**src/rtl/prq_pkg.sv**
```systemverilog
package prq_pkg;
   // Register addresses
   localparam int ADDR_CTRL = 0;
   localparam int ADDR_PSEL = 1;
   localparam int ADDR_STAT = 2;
   // Control register bit positions
   localparam int BIT_MASK  = 0;
   localparam int BIT_MODE  = 1;
   localparam int BIT_HOLD  = 2;
   // Status register bit position
   localparam int BIT_FLAG  = 0;

   typedef struct packed {
      logic hold_en;
      logic irq_mode;
      logic mask;
   } prq_ctrl_t;

   localparam prq_ctrl_t CTRL_RESET = '{hold_en: 1'b0, irq_mode: 1'b0, mask: 1'b1};
endpackage

```
**src/rtl/prq_tap_select.sv**
```systemverilog
module prq_tap_select #(
   parameter int SEL_W = 3,
   localparam int NTAPS = 1 << SEL_W
) (
   input  logic [NTAPS-1:0] period_tick,
   input  logic [NTAPS-1:0] half_tick,
   input  logic [SEL_W-1:0] sel,
   output logic             expire,
   output logic             restore
);
   logic [NTAPS-1:0] sel_onehot;
   logic [NTAPS-1:0] exp_hit;
   logic [NTAPS-1:0] rst_hit;

   for (genvar i = 0; i < NTAPS; i++) begin : g_tap
      assign sel_onehot[i] = (sel == SEL_W'(i));
      assign exp_hit[i]    = sel_onehot[i] & period_tick[i];
      assign rst_hit[i]    = sel_onehot[i] & half_tick[i];
   end

   assign expire  = |exp_hit;
   assign restore = |rst_hit;
endmodule

```
**src/rtl/prq_hold_timer.sv**
```systemverilog
module prq_hold_timer #(
   parameter int HOLD_CYCLES = 4
) (
   input  logic clk,
   input  logic rst_n,
   input  logic start,
   input  logic set_pend,
   input  logic clr_pend,
   output logic mature,
   output logic pend
);
   logic pend_q;

   always_ff @(posedge clk or negedge rst_n) begin
      if (!rst_n)        pend_q <= 1'b0;
      else if (clr_pend) pend_q <= 1'b0;
      else if (set_pend) pend_q <= 1'b1;
   end
   assign pend = pend_q;

   if (HOLD_CYCLES <= 1) begin : g_no_window
      assign mature = 1'b1;
   end else begin : g_window
      localparam int CW = (HOLD_CYCLES <= 2) ? 1 : $clog2(HOLD_CYCLES);
      localparam logic [CW-1:0] AGE_LAST = CW'(HOLD_CYCLES - 1);
      logic [CW-1:0] age_q;

      always_ff @(posedge clk or negedge rst_n) begin
         if (!rst_n)                 age_q <= '0;
         else if (start)             age_q <= '0;
         else if (age_q != AGE_LAST) age_q <= age_q + 1'b1;
      end
      assign mature = (age_q == AGE_LAST);
   end
endmodule

```
**src/rtl/prq_flag_core.sv**
```systemverilog
module prq_flag_core (
   input  logic clk,
   input  logic rst_n,
   input  logic expire,
   input  logic restore,
   input  logic mask,
   input  logic irq_mode,
   input  logic hold_en,
   input  logic rd_evt,
   input  logic wr0_evt,
   input  logic mature,
   input  logic pend,
   output logic flag,
   output logic raise,
   output logic set_pend,
   output logic clr_pend
);
   logic flag_q;
   logic irq_clr;
   logic pulse_clr;

   assign raise     = !flag_q && !mask && expire;
   assign irq_clr   = flag_q && irq_mode && (rd_evt || pend) && (!hold_en || mature);
   assign pulse_clr = flag_q && !irq_mode && (wr0_evt || restore);
   assign set_pend  = flag_q && irq_mode && rd_evt && hold_en && !mature;
   assign clr_pend  = !flag_q || !irq_mode || irq_clr;

   always_ff @(posedge clk or negedge rst_n) begin
      if (!rst_n)                    flag_q <= 1'b0;
      else if (raise)                flag_q <= 1'b1;
      else if (irq_clr || pulse_clr) flag_q <= 1'b0;
   end
   assign flag = flag_q;
endmodule

```
**src/rtl/prq_regs.sv**
```systemverilog
module prq_regs
   import prq_pkg::*;
#(
   parameter int SEL_W  = 3,
   parameter int ADDR_W = 2,
   parameter int DATA_W = 4
) (
   input  logic              clk,
   input  logic              rst_n,
   input  logic [ADDR_W-1:0] addr,
   input  logic              wr_en,
   input  logic [DATA_W-1:0] wr_data,
   input  logic              rd_en,
   input  logic              flag,
   output logic [DATA_W-1:0] rd_data,
   output prq_ctrl_t         ctrl,
   output logic [SEL_W-1:0]  sel,
   output logic              rd_evt,
   output logic              wr0_evt
);
   logic hit_ctrl, hit_psel, hit_stat;
   prq_ctrl_t ctrl_q;
   logic [SEL_W-1:0] sel_q;

   assign hit_ctrl = (addr == ADDR_W'(ADDR_CTRL));
   assign hit_psel = (addr == ADDR_W'(ADDR_PSEL));
   assign hit_stat = (addr == ADDR_W'(ADDR_STAT));

   always_ff @(posedge clk or negedge rst_n) begin
      if (!rst_n) begin
         ctrl_q <= CTRL_RESET;
         sel_q  <= '0;
      end else if (wr_en) begin
         if (hit_ctrl) begin
            ctrl_q.mask     <= wr_data[BIT_MASK];
            ctrl_q.irq_mode <= wr_data[BIT_MODE];
            ctrl_q.hold_en  <= wr_data[BIT_HOLD];
         end
         if (hit_psel) sel_q <= wr_data[SEL_W-1:0];
      end
   end

   always_comb begin
      rd_data = '0;
      if (hit_ctrl) begin
         rd_data[BIT_MASK] = ctrl_q.mask;
         rd_data[BIT_MODE] = ctrl_q.irq_mode;
         rd_data[BIT_HOLD] = ctrl_q.hold_en;
      end else if (hit_psel) begin
         rd_data[SEL_W-1:0] = sel_q;
      end else if (hit_stat) begin
         rd_data[BIT_FLAG] = flag;
      end
   end

   assign ctrl    = ctrl_q;
   assign sel     = sel_q;
   assign rd_evt  = rd_en && hit_stat;
   assign wr0_evt = wr_en && hit_stat && !wr_data[BIT_FLAG];
endmodule

```
**src/rtl/rtc_periodic_req.sv**
```systemverilog
module rtc_periodic_req
   import prq_pkg::*;
#(
   parameter int SEL_W       = 3,
   parameter int HOLD_CYCLES = 4,
   parameter int ADDR_W      = 2,
   parameter int DATA_W      = 4
) (
   input  logic                    clk,
   input  logic                    rst_n,
   input  logic [(1<<SEL_W)-1:0]   period_tick,
   input  logic [(1<<SEL_W)-1:0]   half_tick,
   input  logic [ADDR_W-1:0]       addr,
   input  logic                    wr_en,
   input  logic [DATA_W-1:0]       wr_data,
   input  logic                    rd_en,
   output logic [DATA_W-1:0]       rd_data,
   output logic                    req_n,
   output logic                    req_oe
);
   if (SEL_W < 1 || SEL_W > 6) begin : g_bad_sel
      $error("SEL_W must lie in 1..6");
   end
   if (DATA_W < 3 || DATA_W < SEL_W) begin : g_bad_data
      $error("DATA_W must hold the control bits and the select field");
   end
   if (ADDR_W < 2) begin : g_bad_addr
      $error("ADDR_W must reach three registers");
   end
   if (HOLD_CYCLES < 1 || HOLD_CYCLES > 256) begin : g_bad_hold
      $error("HOLD_CYCLES must lie in 1..256");
   end

   prq_ctrl_t        ctrl;
   logic [SEL_W-1:0] sel;
   logic expire, restore, rd_evt, wr0_evt;
   logic mature, pend, flag_q, raise, set_pend, clr_pend;
   logic ctrl_mask, ctrl_mode, ctrl_hold;

   assign ctrl_mask = ctrl.mask;
   assign ctrl_mode = ctrl.irq_mode;
   assign ctrl_hold = ctrl.hold_en;

   prq_regs #(.SEL_W(SEL_W), .ADDR_W(ADDR_W), .DATA_W(DATA_W)) u_regs (
      .clk(clk), .rst_n(rst_n), .addr(addr), .wr_en(wr_en), .wr_data(wr_data),
      .rd_en(rd_en), .flag(flag_q), .rd_data(rd_data), .ctrl(ctrl), .sel(sel),
      .rd_evt(rd_evt), .wr0_evt(wr0_evt)
   );

   prq_tap_select #(.SEL_W(SEL_W)) u_taps (
      .period_tick(period_tick), .half_tick(half_tick), .sel(sel),
      .expire(expire), .restore(restore)
   );

   prq_hold_timer #(.HOLD_CYCLES(HOLD_CYCLES)) u_hold (
      .clk(clk), .rst_n(rst_n), .start(raise), .set_pend(set_pend),
      .clr_pend(clr_pend), .mature(mature), .pend(pend)
   );

   prq_flag_core u_core (
      .clk(clk), .rst_n(rst_n), .expire(expire), .restore(restore),
      .mask(ctrl_mask), .irq_mode(ctrl_mode), .hold_en(ctrl_hold),
      .rd_evt(rd_evt), .wr0_evt(wr0_evt), .mature(mature), .pend(pend),
      .flag(flag_q), .raise(raise), .set_pend(set_pend), .clr_pend(clr_pend)
   );

   assign req_n  = ~flag_q;
   assign req_oe = flag_q;
endmodule

```
**config.mk**
```make
export PLATFORM = sky130hd
export DESIGN_NAME = rtc_periodic_req
export DESIGN_NICKNAME = d
export VERILOG_FILES = /design/src/rtl/prq_pkg.sv /design/src/rtl/prq_tap_select.sv /design/src/rtl/prq_hold_timer.sv /design/src/rtl/prq_flag_core.sv /design/src/rtl/prq_regs.sv /design/src/rtl/rtc_periodic_req.sv
export SDC_FILE = /design/constraint.sdc
export NUM_CORES = 1
export LEC_CHECK = 0
export BUFFER_PORTS_ARGS = -buffer_cell sky130_fd_sc_hd__buf_2
export CAP_MARGIN = 10
export CELL_PAD_IN_SITES_DETAIL_PLACEMENT = 2
export CELL_PAD_IN_SITES_GLOBAL_PLACEMENT = 2
export CORE_UTILIZATION = 30
export CTS_CLUSTER_DIAMETER = 150
export DETAILED_ROUTE_END_ITERATION = 16
export PLACE_DENSITY_LB_ADDON = 0.1
export SYNTH_ARGS = -nofsm -noshare
export SYNTH_HDL_FRONTEND = slang
export SYNTH_HIERARCHICAL = 1
export SYNTH_SLANG_ARGS = --single-unit
```
**constraint.sdc**
```tcl
create_clock -name clk -period 4.7 [get_ports clk]
set_clock_uncertainty 0.05 [all_clocks]
set_input_delay 0.235 -clock clk [delete_from_list [all_inputs] [get_ports clk]]
set_output_delay 0.235 -clock clk [all_outputs]
set_load 0.01 [all_outputs]
```
# After elaboration in Yosys (flattened, before gate mapping)
# Index checks and enable logic that the tools add are counted.
[classes] n_eq_ne=11 reduce_logical=34 add_sub_neg=1 bitwise_logic=17 muxes=10
[ops] op="bitwise AND 1 bit" count=16
[ops] op="OR reduction 8 bit" count=2
[ops] op="logical AND 1 bit" count=13
[ops] op="== test 3 bit, second input constant" count=4
[ops] op="== test 3 x 2 -> 1 bit, second input constant" count=2
[ops] op="logical NOT 1 bit" count=6
[ops] op="logical OR 1 bit" count=6
[ops] op="2-to-1 mux 1 bit" count=6
[ops] op="2-to-1 mux 2 bit" count=3
[ops] op="nonzero test 2 bit" count=3
[ops] op="== test 2 bit, second input constant" count=2
[ops] op="AND reduction 2 bit" count=2
[ops] op="== test 3 x 1 -> 1 bit, second input constant" count=1
[ops] op="logical NOT 3 bit" count=1
[ops] op="2-to-1 mux 3 bit" count=1
[ops] op="adder 2 x 1 -> 2 bit, second input constant" count=1
[ops] op="== test 2 x 1 -> 1 bit, second input constant" count=1
[ops] op="logical NOT 2 bit" count=1
[ops] op="!= test 2 bit, second input constant" count=1
[ops] op="inverter 1 bit" count=1
[word_totals] input_bits=26 reg_bits=10 word_cells=80

# Longest topological paths before layout
[logic_depth] depth_word=8 depth_mapped=5

# By module
# Netlist, hierarchy kept.
[modules_own_cells] module="prq_regs" cells_per_inst=26 area_per_inst_um2=352.8 instances=1
[modules_own_cells] module="prq_tap_select" cells_per_inst=6 area_per_inst_um2=127.6 instances=1
[modules_own_cells] module="prq_hold_timer" cells_per_inst=10 area_per_inst_um2=121.4 instances=1
[modules_own_cells] module="prq_flag_core" cells_per_inst=9 area_per_inst_um2=100.1 instances=1
[modules_own_cells] module="rtc_periodic_req" cells_per_inst=1 area_per_inst_um2=3.8 instances=1

# Worst setup path before layout
# Ideal clock, no wire load.
[synth_path] path_kind="register -> register" from="register u_regs.sel_q[0], in the netlist u_regs/sel[0]" to="register u_core.flag_q, in the netlist u_core/flag" required_time_ns=4.526 synth_period_minus_slack_ns=1.707 path_stages_with_launch=6 n_path_buf=0 path_slack_ns=2.993 arrival_time_ns=1.533 setup_time_ns=0.124 path_cell_list="dfrtp_1 mux4_1 mux2_2 nor3b_2 nor2_1 nand2_1"
[synth_rtl] item="start: declaration" line_no="prq_regs.sv:23" rtl="logic [SEL_W-1:0] sel_q;"
[synth_rtl] item="start signal: assignment" line_no="prq_regs.sv:39" rtl="if (hit_psel) sel_q <= wr_data[SEL_W-1:0];"
[synth_rtl] item="== test 3 x 1 -> 1 bit, or another cell as far along" line_no="prq_tap_select.sv:16" rtl="assign sel_onehot[i] = (sel == SEL_W'(i));"
[synth_rtl] item="bitwise AND 1 bit" line_no="prq_tap_select.sv:17" rtl="assign exp_hit[i] = sel_onehot[i] & period_tick[i];"
[synth_rtl] item="OR reduction 8 bit (*)" line_no="prq_tap_select.sv:21" rtl="assign expire = |exp_hit;"
[synth_rtl] item="net expire" line_no="rtc_periodic_req.sv:36" rtl="logic expire, restore, rd_evt, wr0_evt;"
[synth_rtl] item="logical AND 1 bit (*)" line_no="prq_flag_core.sv:22" rtl="assign raise = !flag_q && !mask && expire;"
[synth_rtl] item="net raise" line_no="rtc_periodic_req.sv:37" rtl="logic mature, pend, flag_q, raise, set_pend, clr_pend;"
[synth_rtl] item="2-to-1 mux 1 bit / nonzero test 2 bit (equally long branches)"
[synth_rtl] item="end signal: assignment" line_no="prq_flag_core.sv:29" rtl="if (!rst_n) flag_q <= 1'b0;"
[synth_rtl] item="end signal: assignment" line_no="prq_flag_core.sv:30" rtl="else if (raise) flag_q <= 1'b1;"
[synth_rtl] item="end signal: assignment" line_no="prq_flag_core.sv:31" rtl="else if (irq_clr || pulse_clr) flag_q <= 1'b0;"
[synth_rtl] item="end: declaration" line_no="prq_flag_core.sv:18" rtl="logic flag_q;"
# The timed path passes the listed nets; every way through them passes the cells marked *.
# A chain may end at the register's enable or synchronous reset.

# Final worst setup path
# Same ends and word-level chain as after synthesis.

==> flow_summary.html <==
<table>
<tr><th>Metric</th><th>Value</th></tr>
<tr><th colspan="2">Run status</th></tr>
<tr><td>Status</td><td>finished clean</td></tr>
<tr><th colspan="2">CTS</th></tr>
<tr><td>Number of buffers created by CTS</td><td>3</td></tr>
<tr><td>Root buffer cell</td><td>clkbuf_4</td></tr>
<tr><td>Clock slew at reported path FFs</td><td>80 ps</td></tr>
<tr><td>Maximum number of buffers from clock root to sink</td><td>2</td></tr>
<tr><td>H-tree Lvls</td><td>1</td></tr>
<tr><td>Clock tree from TritonCTS</td><td>yes</td></tr>
<tr><td>Clock latency on the worst-skew pair</td><td>270 ps</td></tr>
<tr><td>Clock tree sinks</td><td>10</td></tr>
<tr><td>Post-cts resize count</td><td>0</td></tr>
<tr><th colspan="2">Global route</th></tr>
<tr><td>Overall fraction of global-route tracks in use</td><td>14.88%</td></tr>
<tr><td>GRT overflow</td><td>0</td></tr>
<tr><td>Initial antenna violation count</td><td>0</td></tr>
<tr><td>Via count of the first global-routing pass</td><td>572</td></tr>
<tr><td>Wire length of the first global-routing pass</td><td>2725 µm</td></tr>
<tr><td>Pin count of the biggest net entering global routing</td><td>11</td></tr>
<tr><th colspan="2">Critical path</th></tr>
<tr><td>Register-to-register path setup slack</td><td>2820 ps</td></tr>
<tr><td>Launching element type of the critical path</td><td>flop</td></tr>
<tr><td>Crit path max fanout</td><td>6</td></tr>
<tr><td>Worst Path Class, Setup</td><td>reg2reg</td></tr>
<tr><td>Reg2Reg Launch Point</td><td>u_regs/sel[0]</td></tr>
<tr><td>Worst EP required</td><td>4810 ps</td></tr>
<tr><td>Depth of the most critical reg-to-reg path</td><td>5</td></tr>
<tr><td>CP Data Arrival Time</td><td>1990 ps</td></tr>
<tr><td>Worst flop-to-flop path endpoint</td><td>u_core/flag</td></tr>
<tr><td>Worst setup EP type</td><td>flop</td></tr>
<tr><th colspan="2">STA</th></tr>
<tr><td>Final hold violations</td><td>0</td></tr>
<tr><td>Setup-failing EPs final</td><td>0</td></tr>
<tr><td>Number of max-slew violations in the final report</td><td>0</td></tr>
<tr><td>Period Utilization, post-route</td><td>40.09%</td></tr>
<tr><td>Smallest hold slack</td><td>154.7 ps</td></tr>
<tr><td>Final TNS setup</td><td>0 ps</td></tr>
<tr><td>Highest clock rate</td><td>530.8 MHz</td></tr>
<tr><td>Setup repair after global routing missed its margin</td><td>no</td></tr>
<tr><td>Final worst path period need</td><td>1884 ps</td></tr>
<tr><th colspan="2">Route</th></tr>
<tr><td>DR vias</td><td>553</td></tr>
<tr><td>Initial drt markers</td><td>2</td></tr>
<tr><td>Remaining design rule violation count</td><td>0</td></tr>
<tr><td>Avg WL per Cell</td><td>15.37 µm</td></tr>
<tr><td>Post-detailed-routing wire length</td><td>1721 µm</td></tr>
<tr><td>Vias per std cell</td><td>4.938</td></tr>
<tr><td>Number of search-and-repair iterations in the first detailed-routing pass</td><td>2</td></tr>
<tr><td>Count of nets left with antenna violations after detail routing</td><td>0</td></tr>
<tr><th colspan="2">Finish</th></tr>
<tr><td>Area added between synthesis and finish</td><td>29.43%</td></tr>
<tr><td>Count of antenna diodes in the layout</td><td>0</td></tr>
<tr><td>Ratio of cells with drive above 1 in the final layout</td><td>60.71%</td></tr>
<tr><td>Final-stage net count</td><td>112</td></tr>
<tr><td>Final cell count without fillers</td><td>112</td></tr>
<tr><td>Final design area excluding fillers</td><td>913.4 µm²</td></tr>
<tr><th colspan="2">Die</th></tr>
<tr><td>Num ports</td><td>32</td></tr>
<tr><td>Core box area</td><td>2212 µm²</td></tr>
<tr><td>Die ar.</td><td>2550 µm²</td></tr>
<tr><td>Vertical die dimension</td><td>50.50 µm</td></tr>
<tr><td>Overall die width</td><td>50.50 µm</td></tr>
<tr><td>Number of core rows</td><td>17</td></tr>
<tr><td>Initial core utilization</td><td>31.90%</td></tr>
<tr><th colspan="2">Min path</th></tr>
<tr><td>Cells on Worst Hold Path</td><td>2</td></tr>
<tr><td>Hold Crit Endpoint</td><td>u_regs/ctrl[2]</td></tr>
<tr><td>Kind of path behind the tightest hold check</td><td>in2reg</td></tr>
<tr><td>Hold path startpoint</td><td>wr_data[2]</td></tr>
<tr><th colspan="2">Power</th></tr>
<tr><td>Leakage power of the design</td><td>0.4496 nW</td></tr>
<tr><td>Max VDD drop</td><td>210.4 µV</td></tr>
<tr><td>Power density cells</td><td>384.4 nW/µm²</td></tr>
<tr><td>Total power after layout</td><td>0.3511 mW</td></tr>
<tr><th colspan="2">Place</th></tr>
<tr><td>Final weighted congestion of routability-driven global placement</td><td>0.7052</td></tr>
<tr><td># placed instances</td><td>107</td></tr>
<tr><td>IO buf count</td><td>29</td></tr>
<tr><td>Estimated wirelength of the detail-placed design</td><td>1382 µm</td></tr>
<tr><td>Placed standard-cell area</td><td>867.1 µm²</td></tr>
<tr><th colspan="2">Synth</th></tr>
<tr><td>Cell variety after synth</td><td>24</td></tr>
<tr><td>Mean Syn Cell Area</td><td>13.57 µm²</td></tr>
<tr><td>FF+latch count, synth</td><td>10</td></tr>
<tr><td>Syn Nets</td><td>79</td></tr>
<tr><td>Post-Synthesis Cells</td><td>52</td></tr>
<tr><td>Sequential cell area fraction in the yosys report</td><td>35.64%</td></tr>
<tr><td>Synth Cell Area</td><td>705.7 µm²</td></tr>
<tr><td>Count of yosys warnings during synthesis</td><td>6</td></tr>
<tr><th colspan="2">Flow run</th></tr>
<tr><td>Number of max-cap violations</td><td>0</td></tr>
</table>
-- cell usage in the layout (no fill, tap or decap) --
cell           netlist  layout
clkbuf_8             0       1
nor3b_2              1       1
dfrtp_1              9       9
ha_1                 1       1
o211ai_2             1       1
nand2_1              1       1
and4_2               1       1
o21ai_0              1       1
clkbuf_4             0       3
dfstp_2              1       1
dlygate4sd3_1        0       1
conb_1               1       1
mux4_1               4       4
mux2_2               8       8
nor2b_4              1       1
and4bb_2             1       1
xor2_1               1       1
mux2i_1              4       4
and3b_2              1       1
nor3b_4              1       1
nor4b_2              1       1
inv_1                1       1
nor2_1               8       8
buf_2                0      29
nand3b_1             1       1
nand3b_4             1       1
-- state kept, by name, indices dropped and copies added (netlist names) --
name and count:
u_core/flag 1, u_hold/pend 1, u_hold/g_window.age_q 2, u_regs/ctrl 3
u_regs/sel 3
-- worst max path at each step --
stage	startpoint	to	slack, ps	cells past startpoint
detailed placement	u_regs/sel[0]	u_core/flag	2840	5
floorplan	u_regs/sel[0]	u_core/flag	2990	5
CTS	u_regs/sel[0]	u_core/flag	2800	5
global route	u_regs/sel[0]	u_core/flag	2730	5
finish	u_regs/sel[0]	u_core/flag	2820	5
global placement	u_regs/sel[0]	u_core/flag	2850	5
-- stage by stage --
| stage | setup slack (ps) | utilization (%) |
|---|---|---|
| 2_1_floorplan | 2993 | - |
| 3_3_place_gp | 2849 | 39.20 |
| 3_5_place_dp | 2839 | 39.20 |
| 4_1_cts | 2797 | 41.29 |
| 5_1_grt | 2734 | 41.29 |
| 6_report | 2816 | 41.29 |
-- routing by layer --
layer	share of wire (%)	wire length (µm)	up-vias	track usage, %
li1	-	-	262	-
met1	46	792	273	19.32
met2	49	850	18	25.78
met3	4.5	78	0	2.727
met4	0	0	0	2.778
met5	0	0	-	0
-- logic make-up after synthesis --
group,share of synthesized area (%)
AO/OA/AOI/OAI,2.481
XOR/XNOR,1.241
adder cells (fa/ha/maj),1.773
buffers and inverters,3.191
flip-flops,35.64
multiplexers,33.33
other,0.5314
AND/OR/NAND/NOR,21.81
-- synth_stat cells --
cell	number	area, µm²
dfrtp_1	9	225.2
mux2_2	8	90.09
nor2_1	8	30.03
mux2i_1	4	40.04
mux4_1	4	105.1
and3b_2	1	10.01
and4_2	1	10.01
and4bb_2	1	12.51
buf_4	1	7.510
buf_6	1	11.26
conb_1	1	3.750
dfstp_2	1	26.28
ha_1	1	12.51
inv_1	1	3.750
nand2_1	1	3.750
nand3b_1	1	7.510
nand3b_4	1	20.02
nor2b_4	1	13.76
nor3b_2	1	12.51
nor3b_4	1	18.77
nor4b_2	1	15.01
o211ai_2	1	12.51
o21ai_0	1	5.000
xor2_1	1	8.760
-- what timing repair did --
item,CTS,global route
hold buffers,1,0
setup buffers,0,0
endpoints found under the hold margin,9,0
-- final cells by class --
cell class / count / area, µm²
Sequential cell: 10 / 251.5
Clock buffer: 4 / 36.28
Fill cell: 257 / 1299
Multi-Input combinational cell: 39 / 431.7
Timing Repair Buffer: 30 / 155.1
Tap cell: 28 / 35.03
Inverter: 1 / 3.754
-- power by group --
group	internal [mW]	switching [mW]	total, mW	leakage [nW]
Combinational	0.0737	0.0546	0.128	0.308
Sequential	0.111	0.0302	0.141	0.120
Clock	0.0470	0.0349	0.0820	0.0210
-- worst max-delay path, cell delays in order (launching register included) --
cell     delay (ps)
dfrtp_1         480
mux4_1          600
mux2_2          270
nor3b_2         170
nor2_1          130
nand2_1          60
Power figures use the tool's default switching activity.
